[src/rtl/rtc_wake_pkg.sv]
package rtc_wake_pkg;

    localparam int unsigned CNT_BYTES = 6;
    localparam int unsigned ALM_BYTES = 4;

    // Bus map: the byte order inside each window is architectural.
    localparam logic [7:0] ADDR_CTRL = 8'h53;
    localparam logic [7:0] ADDR_ALM0 = 8'h56;
    localparam logic [7:0] ADDR_CNT0 = 8'h5A;

    localparam logic [7:0] CTRL_RESET = 8'h30;

    typedef struct packed {
        logic [3:0] spare;
        logic       clkbuf_off;
        logic       alarm_en;
        logic       osc_bypass;
        logic       set_flag;
    } ctrl_t;

    // Address hit for byte index idx of a window starting at base.
    function automatic logic addr_hit(input logic [7:0] addr,
                                      input logic [7:0] base,
                                      input int unsigned idx);
        return addr == (base + 8'(idx));
    endfunction

endpackage

[src/rtl/rtc_time_counter.sv]
module rtc_time_counter #(
    parameter int unsigned NBYTES = 6
) (
    input  logic                clk,
    input  logic                rst,
    input  logic                tick_en,
    input  logic [NBYTES-1:0]   wr_sel,
    input  logic [7:0]          wr_byte,
    output logic [NBYTES*8-1:0] count
);
    localparam int unsigned W = NBYTES * 8;

    logic [W-1:0] count_nxt;

    always_comb begin
        count_nxt = count;
        if (|wr_sel) begin
            for (int b = 0; b < NBYTES; b++) begin
                if (wr_sel[b]) count_nxt[b*8 +: 8] = wr_byte;
            end
        end else if (tick_en) begin
            count_nxt = count + W'(1);
        end
    end

    always_ff @(posedge clk) begin
        if (rst) count <= '0;
        else     count <= count_nxt;
    end

endmodule

[src/rtl/rtc_alarm_unit.sv]
module rtc_alarm_unit #(
    parameter int unsigned NBYTES = 4
) (
    input  logic                clk,
    input  logic                rst,
    input  logic [NBYTES-1:0]   wr_sel,
    input  logic [7:0]          wr_byte,
    input  logic [NBYTES*8-1:0] cmp_val,
    input  logic                arm,
    input  logic                disarm_wr,
    output logic [NBYTES*8-1:0] alarm,
    output logic                wake_req
);
    logic match;

    for (genvar g = 0; g < NBYTES; g++) begin : g_byte
        always_ff @(posedge clk) begin
            if (rst)            alarm[g*8 +: 8] <= 8'h00;
            else if (wr_sel[g]) alarm[g*8 +: 8] <= wr_byte;
        end
    end

    assign match = (alarm == cmp_val);

    always_ff @(posedge clk) begin
        if (rst)                wake_req <= 1'b0;
        else if (disarm_wr)     wake_req <= 1'b0;
        else if (arm && match)  wake_req <= 1'b1;
    end

endmodule

[src/rtl/rtc_ctrl_reg.sv]
module rtc_ctrl_reg
    import rtc_wake_pkg::*;
(
    input  logic       clk,
    input  logic       rst,
    input  logic       wr_en,
    input  logic [7:0] wr_byte,
    output ctrl_t      ctrl
);
    always_ff @(posedge clk) begin
        if (rst) begin
            ctrl <= ctrl_t'(CTRL_RESET);
        end else if (wr_en) begin
            // The set flag only accumulates ones.
            ctrl <= ctrl_t'({wr_byte[7:1], wr_byte[0] | ctrl.set_flag});
        end
    end

endmodule

[src/rtl/rtc_wake_core.sv]
module rtc_wake_core
    import rtc_wake_pkg::*;
#(
    parameter int unsigned NCNT = CNT_BYTES,
    parameter int unsigned NALM = ALM_BYTES
) (
    input  logic       clk,
    input  logic       pwr_rst,
    input  logic       tick_en,
    input  logic [7:0] bus_addr,
    input  logic [7:0] bus_wdata,
    input  logic       bus_we,
    input  logic       bus_re,
    output logic [7:0] bus_rdata,
    output logic       osc_bypass,
    output logic       clkbuf_off,
    output logic       wake_req
);
    localparam int unsigned CW = NCNT * 8;
    localparam int unsigned AW = NALM * 8;

    logic [NCNT-1:0] cnt_hit;
    logic [NALM-1:0] alm_hit;
    logic            ctrl_hit;
    logic [CW-1:0]   count;
    logic [AW-1:0]   alarm;
    logic [CW-1:9+0] shadow_unused_guard;
    logic [CW-1:8]   shadow;
    ctrl_t           ctrl;
    logic [7:0]      rd_nxt;
    logic            capture;

    assign shadow_unused_guard = '0;

    for (genvar g = 0; g < NCNT; g++) begin : g_cnt_dec
        assign cnt_hit[g] = addr_hit(bus_addr, ADDR_CNT0, g);
    end
    for (genvar g = 0; g < NALM; g++) begin : g_alm_dec
        assign alm_hit[g] = addr_hit(bus_addr, ADDR_ALM0, g);
    end
    assign ctrl_hit = (bus_addr == ADDR_CTRL);

    rtc_time_counter #(.NBYTES(NCNT)) u_counter (
        .clk     (clk),
        .rst     (pwr_rst),
        .tick_en (tick_en),
        .wr_sel  (cnt_hit & {NCNT{bus_we}}),
        .wr_byte (bus_wdata),
        .count   (count)
    );

    rtc_alarm_unit #(.NBYTES(NALM)) u_alarm (
        .clk       (clk),
        .rst       (pwr_rst),
        .wr_sel    (alm_hit & {NALM{bus_we}}),
        .wr_byte   (bus_wdata),
        .cmp_val   (count[CW-1 -: AW]),
        .arm       (ctrl.alarm_en),
        .disarm_wr (bus_we & ctrl_hit & ~bus_wdata[2]),
        .alarm     (alarm),
        .wake_req  (wake_req)
    );

    rtc_ctrl_reg u_ctrl (
        .clk     (clk),
        .rst     (pwr_rst),
        .wr_en   (bus_we & ctrl_hit),
        .wr_byte (bus_wdata),
        .ctrl    (ctrl)
    );

    assign osc_bypass = ctrl.osc_bypass;
    assign clkbuf_off = ctrl.clkbuf_off;

    // Read path: low time byte comes live, the rest from the snapshot.
    assign capture = bus_re & cnt_hit[0];

    always_comb begin
        rd_nxt = 8'h00;
        if (bus_re) begin
            if (ctrl_hit) rd_nxt = ctrl;
            for (int b = 0; b < int'(NALM); b++) begin
                if (alm_hit[b]) rd_nxt = alarm[b*8 +: 8];
            end
            if (cnt_hit[0]) rd_nxt = count[7:0];
            for (int b = 1; b < int'(NCNT); b++) begin
                if (cnt_hit[b]) rd_nxt = shadow[b*8 +: 8];
            end
        end
    end

    always_ff @(posedge clk) begin
        if (pwr_rst) begin
            bus_rdata <= 8'h00;
            shadow    <= '0;
        end else begin
            bus_rdata <= rd_nxt;
            if (capture) shadow <= count[CW-1:8];
        end
    end

endmodule

[config.mk]
export PLATFORM = sky130hd
export DESIGN_NAME = rtc_wake_core
export DESIGN_NICKNAME = d
export VERILOG_FILES = /design/src/rtl/rtc_wake_pkg.sv /design/src/rtl/rtc_time_counter.sv /design/src/rtl/rtc_alarm_unit.sv /design/src/rtl/rtc_ctrl_reg.sv /design/src/rtl/rtc_wake_core.sv
export SDC_FILE = /design/constraint.sdc
export NUM_CORES = 1
export LEC_CHECK = 0
export BUFFER_PORTS_ARGS = -buffer_cell sky130_fd_sc_hd__buf_2
export CAP_MARGIN = 15
export CORE_MARGIN = 2
export CORE_UTILIZATION = 40
export DETAILED_ROUTE_END_ITERATION = 8
export PLACE_DENSITY = 0.59
export SLEW_MARGIN = 10
export SYNTH_ARGS = -nofsm -noshare
export SYNTH_HDL_FRONTEND = slang
export SYNTH_HIERARCHICAL = 1
export SYNTH_SLANG_ARGS = --single-unit
[constraint.sdc]
create_clock -name clk -period 6.8 [get_ports clk]
set_input_delay 0.68 -clock clk [delete_from_list [all_inputs] [get_ports clk]]
set_output_delay 0.68 -clock clk [all_outputs]
set_load 0.005 [all_outputs]
# Word level (Yosys, flattened, before mapping)
# Index checks and enable logic that the tools add are counted.
# totals
register_bits	137
latch_bits	0
ram_bits	0
mem_bits_ro	0
inputBits	21
output_inout_bits	11
mem_count	0
# classes
n_addsub	1
mul	0
n_div	0
order_cmp	0
eq_ne	18
n_shift	0
n_mux	19
n_bitwise	8
n_reduce_logical	11
# ops
operator	n
8-bit 2-to-1 mux	17
48-bit 2-to-1 mux	2
8-bit by 7-bit equality test with 1-bit output, second input constant	11
48-bit by 1-bit adder with 48-bit output, second input constant	1
32-bit equality test	1
2-bit by 1-bit != test with 1-bit output, second input constant	6
2-bit AND reduction	6
6-bit AND	1
6-bit OR reduction	1
4-bit AND	1
2-bit OR reduction	2
1-bit AND	3
1-bit inverter	2
2-bit nonzero test	1
1-bit logical AND	1
1-bit OR	1

# Logic depth before layout (Yosys ltp)
# logic_depth
depth_word	12
ltp_mapped	14
depth_no_buf	9

# By module
# The synthesis kept the hierarchy.
# by_module_without_submodules
mod	n_inst	cells_each	area_each_um2	seq_area_each_um2
rtc_time_counter	1	438	3284.4	960.9
rtc_wake_core	1	351	2919.0	960.9
rtc_alarm_unit	1	150	1491.4	660.6
rtc_ctrl_reg	1	26	289.0	160.2

# Worst setup path before layout
# OpenSTA, ideal clock, no wires.
# synth_path
kind	input-to-reg
startpoint	input port bus_addr[0]
endpoint	register u_counter.count[36]
setup_ns	0.083
arrival_ns	3.484
required_time_ns	6.717
slack_ns	3.233
cell_stages	13
path_buffers	6
cell_sequence	buf_2 -> buf_2 -> buf_2 -> nor2_1 -> and3_1 -> clkbuf_1 -> or4_1 -> clkbuf_2 -> or4_1 -> clkbuf_1 -> or3_1 -> or3_1 -> o221ai_1
# synth_between
elab_chain_len	5
# synth_lines
element	line	source
start, declared	rtc_wake_core.sv:10	input logic [7:0] bus_addr,
8-bit by 7-bit equality test with 1-bit output	rtc_wake_pkg.sv:25	return addr == (base + 8'(idx));
6-bit AND (*)	rtc_wake_core.sv:47	.wr_sel (cnt_hit & {NCNT{bus_we}}),
6-bit OR reduction	rtc_time_counter.sv:17	if (|wr_sel) begin
2-bit by 1-bit != test with 1-bit output (no source line) or 2-bit nonzero test (tied branches)	-	
2-bit AND reduction (no source line)	-	
end signal, assigned	rtc_time_counter.sv:28	else count <= count_nxt;
end, declared	rtc_time_counter.sv:9	output logic [NBYTES*8-1:0] count
# Mark *: on every way between the ends. The rest lies on a longest branch, timed or not.
# A chain may end at the register's enable or synchronous reset.

# Worst setup path after layout
# layout_path
startpoint	input port bus_addr[2]
endpoint	register u_counter.count[12]
# Same word-level chain as after synthesis.

==> metrics.md <==
| Metric | Value |
|---|---|
| Mapped Area | `7980 um2` |
| CP bufs+invs | `3` |
| Root buffer cell | `clkbuf_16` |
| Critical Path Slowest Stage Cell | `nor2_2` |
| Status | `completed` |
| Post-synthesis sequential area ratio | `0.344` |
| Rel. slew slack | `0.252` |
| Worst hold path type | `reg2reg` |
| #FFs+latches synth | `137` |
| Leading area contributor after synthesis | `dfxtp_1` |
| Setup Total Neg Slack | `0 ps` |
| RR Startpoint | `u_counter/count[28]` |
| PortBufs | `31` |
| Worst-margin pin slew | `1120 ps` |
| Total CTS buffers | `17` |
| Worst Hold Path EP | `shadow[26]` |
| Row cnt | `51` |
| ANT nets after route | `0` |
| Final setup violation count | `0` |
| Share of layout cells above drive strength 1 | `0.194` |
| Crit-path cells | `buf_2, inv_1, and3_1, nand2_1, nor2_1, or4_1, nor2_2, buf_4, a21o_1, a21oi_1, a2111oi_0` |
| Crit path time final | `4160 ps` |
| Max Root-Sink Buffers | `2` |
| Area of placed instances | `8270 um2` |
| DIE AREA | `21100 um2` |
| Post-synth EDFFs | `0` |
| Share of flip-flops with an asynchronous set or reset | `0` |
| TritonCTS clock tree | `built` |
| Synth-to-Final Area Change | `11.6%` |
| Post_cts resized | `0` |
| Synth Flop Type | `dfxtp_1` |
| Synth top area share | `0.344` |
| Leading cell types in the layout, fill and taps excluded | `137 x dfxtp_1, 85 x nand2_1, 80 x nor2_1` |
| Worst-case clock skew | `8.35 ps` |
| Routed wire per std cell | `23.1 um` |
| PwrDens | `224 nW/um2` |
| Critical Path Start Type | `input port` |
| Met1 global-route usage | `0.369` |
| Worst skew pair latency | `450 ps` |
| R2R Setup Slk | `4060 ps` |
| Largest net degree at the start of global routing | `68` |
| First-pass GRT wire length | `43400 um` |
| Initial DRC count | `1108` |
| CP top delay family | `simple AND/OR/NAND/NOR gates` |
| GRT busiest layer | `met2` |
| Syn Nets | `987` |
| Gp weighted congestion | `0.941` |
| Vias per std cell | `6.39` |
| Crit path kind | `in2reg` |
| Antenna cells | `0` |
| Die X | `145 um` |
| Hold Fails Final Rpt | `0` |
| Met3 Resource Use GR | `0.0692` |
| Max-cap violation count | `0` |
| Syn avg cell area | `8.27 um2` |
| Die height | `145 um` |
| Commonest non-fill, non-tap cell in the layout | `dfxtp_1` |
| Synth cell types | `72` |
| R2r worst-path depth | `5` |
| Hold path depth | `2` |
| Vias | `7950` |
| Residual DRC count | `0` |
| Crit path DAT | `4480 ps` |
| Area contributors post-synth | `dfxtp_1 34%, mux2i_1 7.3%, a21oi_2 4.4%` |
| Met2 usage | `0.396` |
| CP max stage delay | `710 ps` |
| WL final | `28700 um` |
| Buffer count from post-CTS setup fixing | `0` |
| Critical Path Sink Type | `flop` |
| GRT Util Overall | `0.267` |
| H-tree level count | `4` |
| P_leak | `3.08 nW` |
| IO Count | `32` |
| RSZ-0062 raised after global routing | `false` |
| Max-slew violation count | `0` |
| Initial Utilization | `0.409` |
| CTS Hold Bufs | `0` |
| FMAX | `0.240 GHz` |
| Antenna violations before repair | `0` |
| Crit Path Max Fanout | `32` |
| Layout net count | `988` |
| Cells after Synth | `965` |
| Post-DP HPWL | `19700 um` |
| Worst-path clk slew | `60 ps` |
| 1st-pass router iterations | `7` |
| Critical Path RT | `7120 ps` |
| Sink Count | `137` |
| Hold path startpoint | `shadow[26]` |
| Core area | `19500 um2` |
| Critical R2R Capture | `u_counter/count[32]` |
| Design area | `8910 um2` |
| Crit share post-route | `0.612` |
| Peak supply drop | `0.158 mV` |
| Fillers | `1985` |
| Syn. warnings | `6` |
| Grt ovf | `0` |
| Vias in the first global route | `7015` |
[synthesized netlist by cell type, types with 7 or more instances]
cell type and instances:
nand2b_1 7, or4_1 12, nor4_1 14, a22o_1 7, a21oi_2 40, mux2i_1 58, nand3_1 30, nand4_1 31
o21ai_0 37, inv_1 10, nor2_1 81, and2_1 7, nand2_2 40, mux2_2 11, a21o_1 11, nand2_1 85
o22ai_1 11, dfxtp_1 137, nor3_1 33, clkbuf_1 49, a22oi_1 20, xnor2_1 9, or3_1 13, a211oi_1 8
a31oi_1 14, xor2_1 23, and3_1 15, a21oi_1 44
[worst reg2reg max path, cell delays in order, from the launching register on]
cell	delay, ps
dfxtp_1	680
nand4_1	320
nor4_2	820
nand2_1	190
or4_1	530
o311ai_0	100
[cell families (layout without fill, tap and decap cells)]
family / after synthesis / count (layout) / share of synthesized area
multiplexers: 69 / 69 / 0.0882
AND/OR/NAND/NOR: 393 / 393 / 0.255
AO/OA/AOI/OAI: 252 / 252 / 0.226
XOR/XNOR: 32 / 32 / 0.0351
buffers and inverters: 81 / 95 / 0.0508
adder cells (fa/ha/maj): 1 / 1 / 0.00157
flip-flops: 137 / 137 / 0.344
[sequential cells by signal, indices dropped and copies added (netlist names)]
signal / count
u_ctrl/ctrl: 8
shadow: 40
bus_rdata: 8
u_alarm/wake_req: 1
u_counter/count: 48
u_alarm/alarm: 32
[layer usage]
layer | up-vias | share of wire
li1 | 3580 | -
met1 | 3820 | 0.42
met2 | 458 | 0.44
met3 | 92 | 0.10
met4 | 0 | 0.039
met5 | - | 0
[layout make-up]
class	instances	area, um2	area share
sequential	137	2740	0.308
clock buffer	18	429	0.0482
multi-input combinational	747	4850	0.544
tap	265	332	0.0372
clock inverter	14	209	0.0234
timing repair buffer	52	313	0.0351
inverter	11	41.3	0.00463
[worst max path at each step]
| stage | startpoint | end | slack [ps] | cells after the start |
|---|---|---|---|---|
| final | bus_addr[2] | u_counter/count[12] | 2640 | 11 |
| after global routing | bus_addr[0] | u_counter/count[12] | 2330 | 10 |
| after CTS | bus_addr[2] | u_counter/count[12] | 2760 | 11 |
| after detailed placement | bus_addr[0] | u_counter/count[12] | 2320 | 10 |
| after global placement | bus_addr[0] | u_counter/count[12] | 2430 | 10 |
| after floorplan | bus_addr[0] | u_counter/count[36] | 3230 | 13 |
[power breakdown]
part,leakage (nW),switching [mW],total [mW],internal (mW)
registers,1.10,0.0211,0.831,0.810
clock network,0.309,0.410,1.03,0.624
logic,1.67,0.0904,0.129,0.0389
[per-stage QoR]
stage               hold slack [ps]  total power, mW  setup slack, ps   util  std cells
floorplan                       437            0.922             3230      -        965
global placement                448            0.972             2430  0.423       1211
detailed placement              447            0.972             2320  0.423       1211
CTS                             460             1.99             2760  0.456       1243
global route                    477             2.05             2330  0.456       1244
finish                          457             1.99             2640  0.456       1244
(Power assumes the default switching activity.)
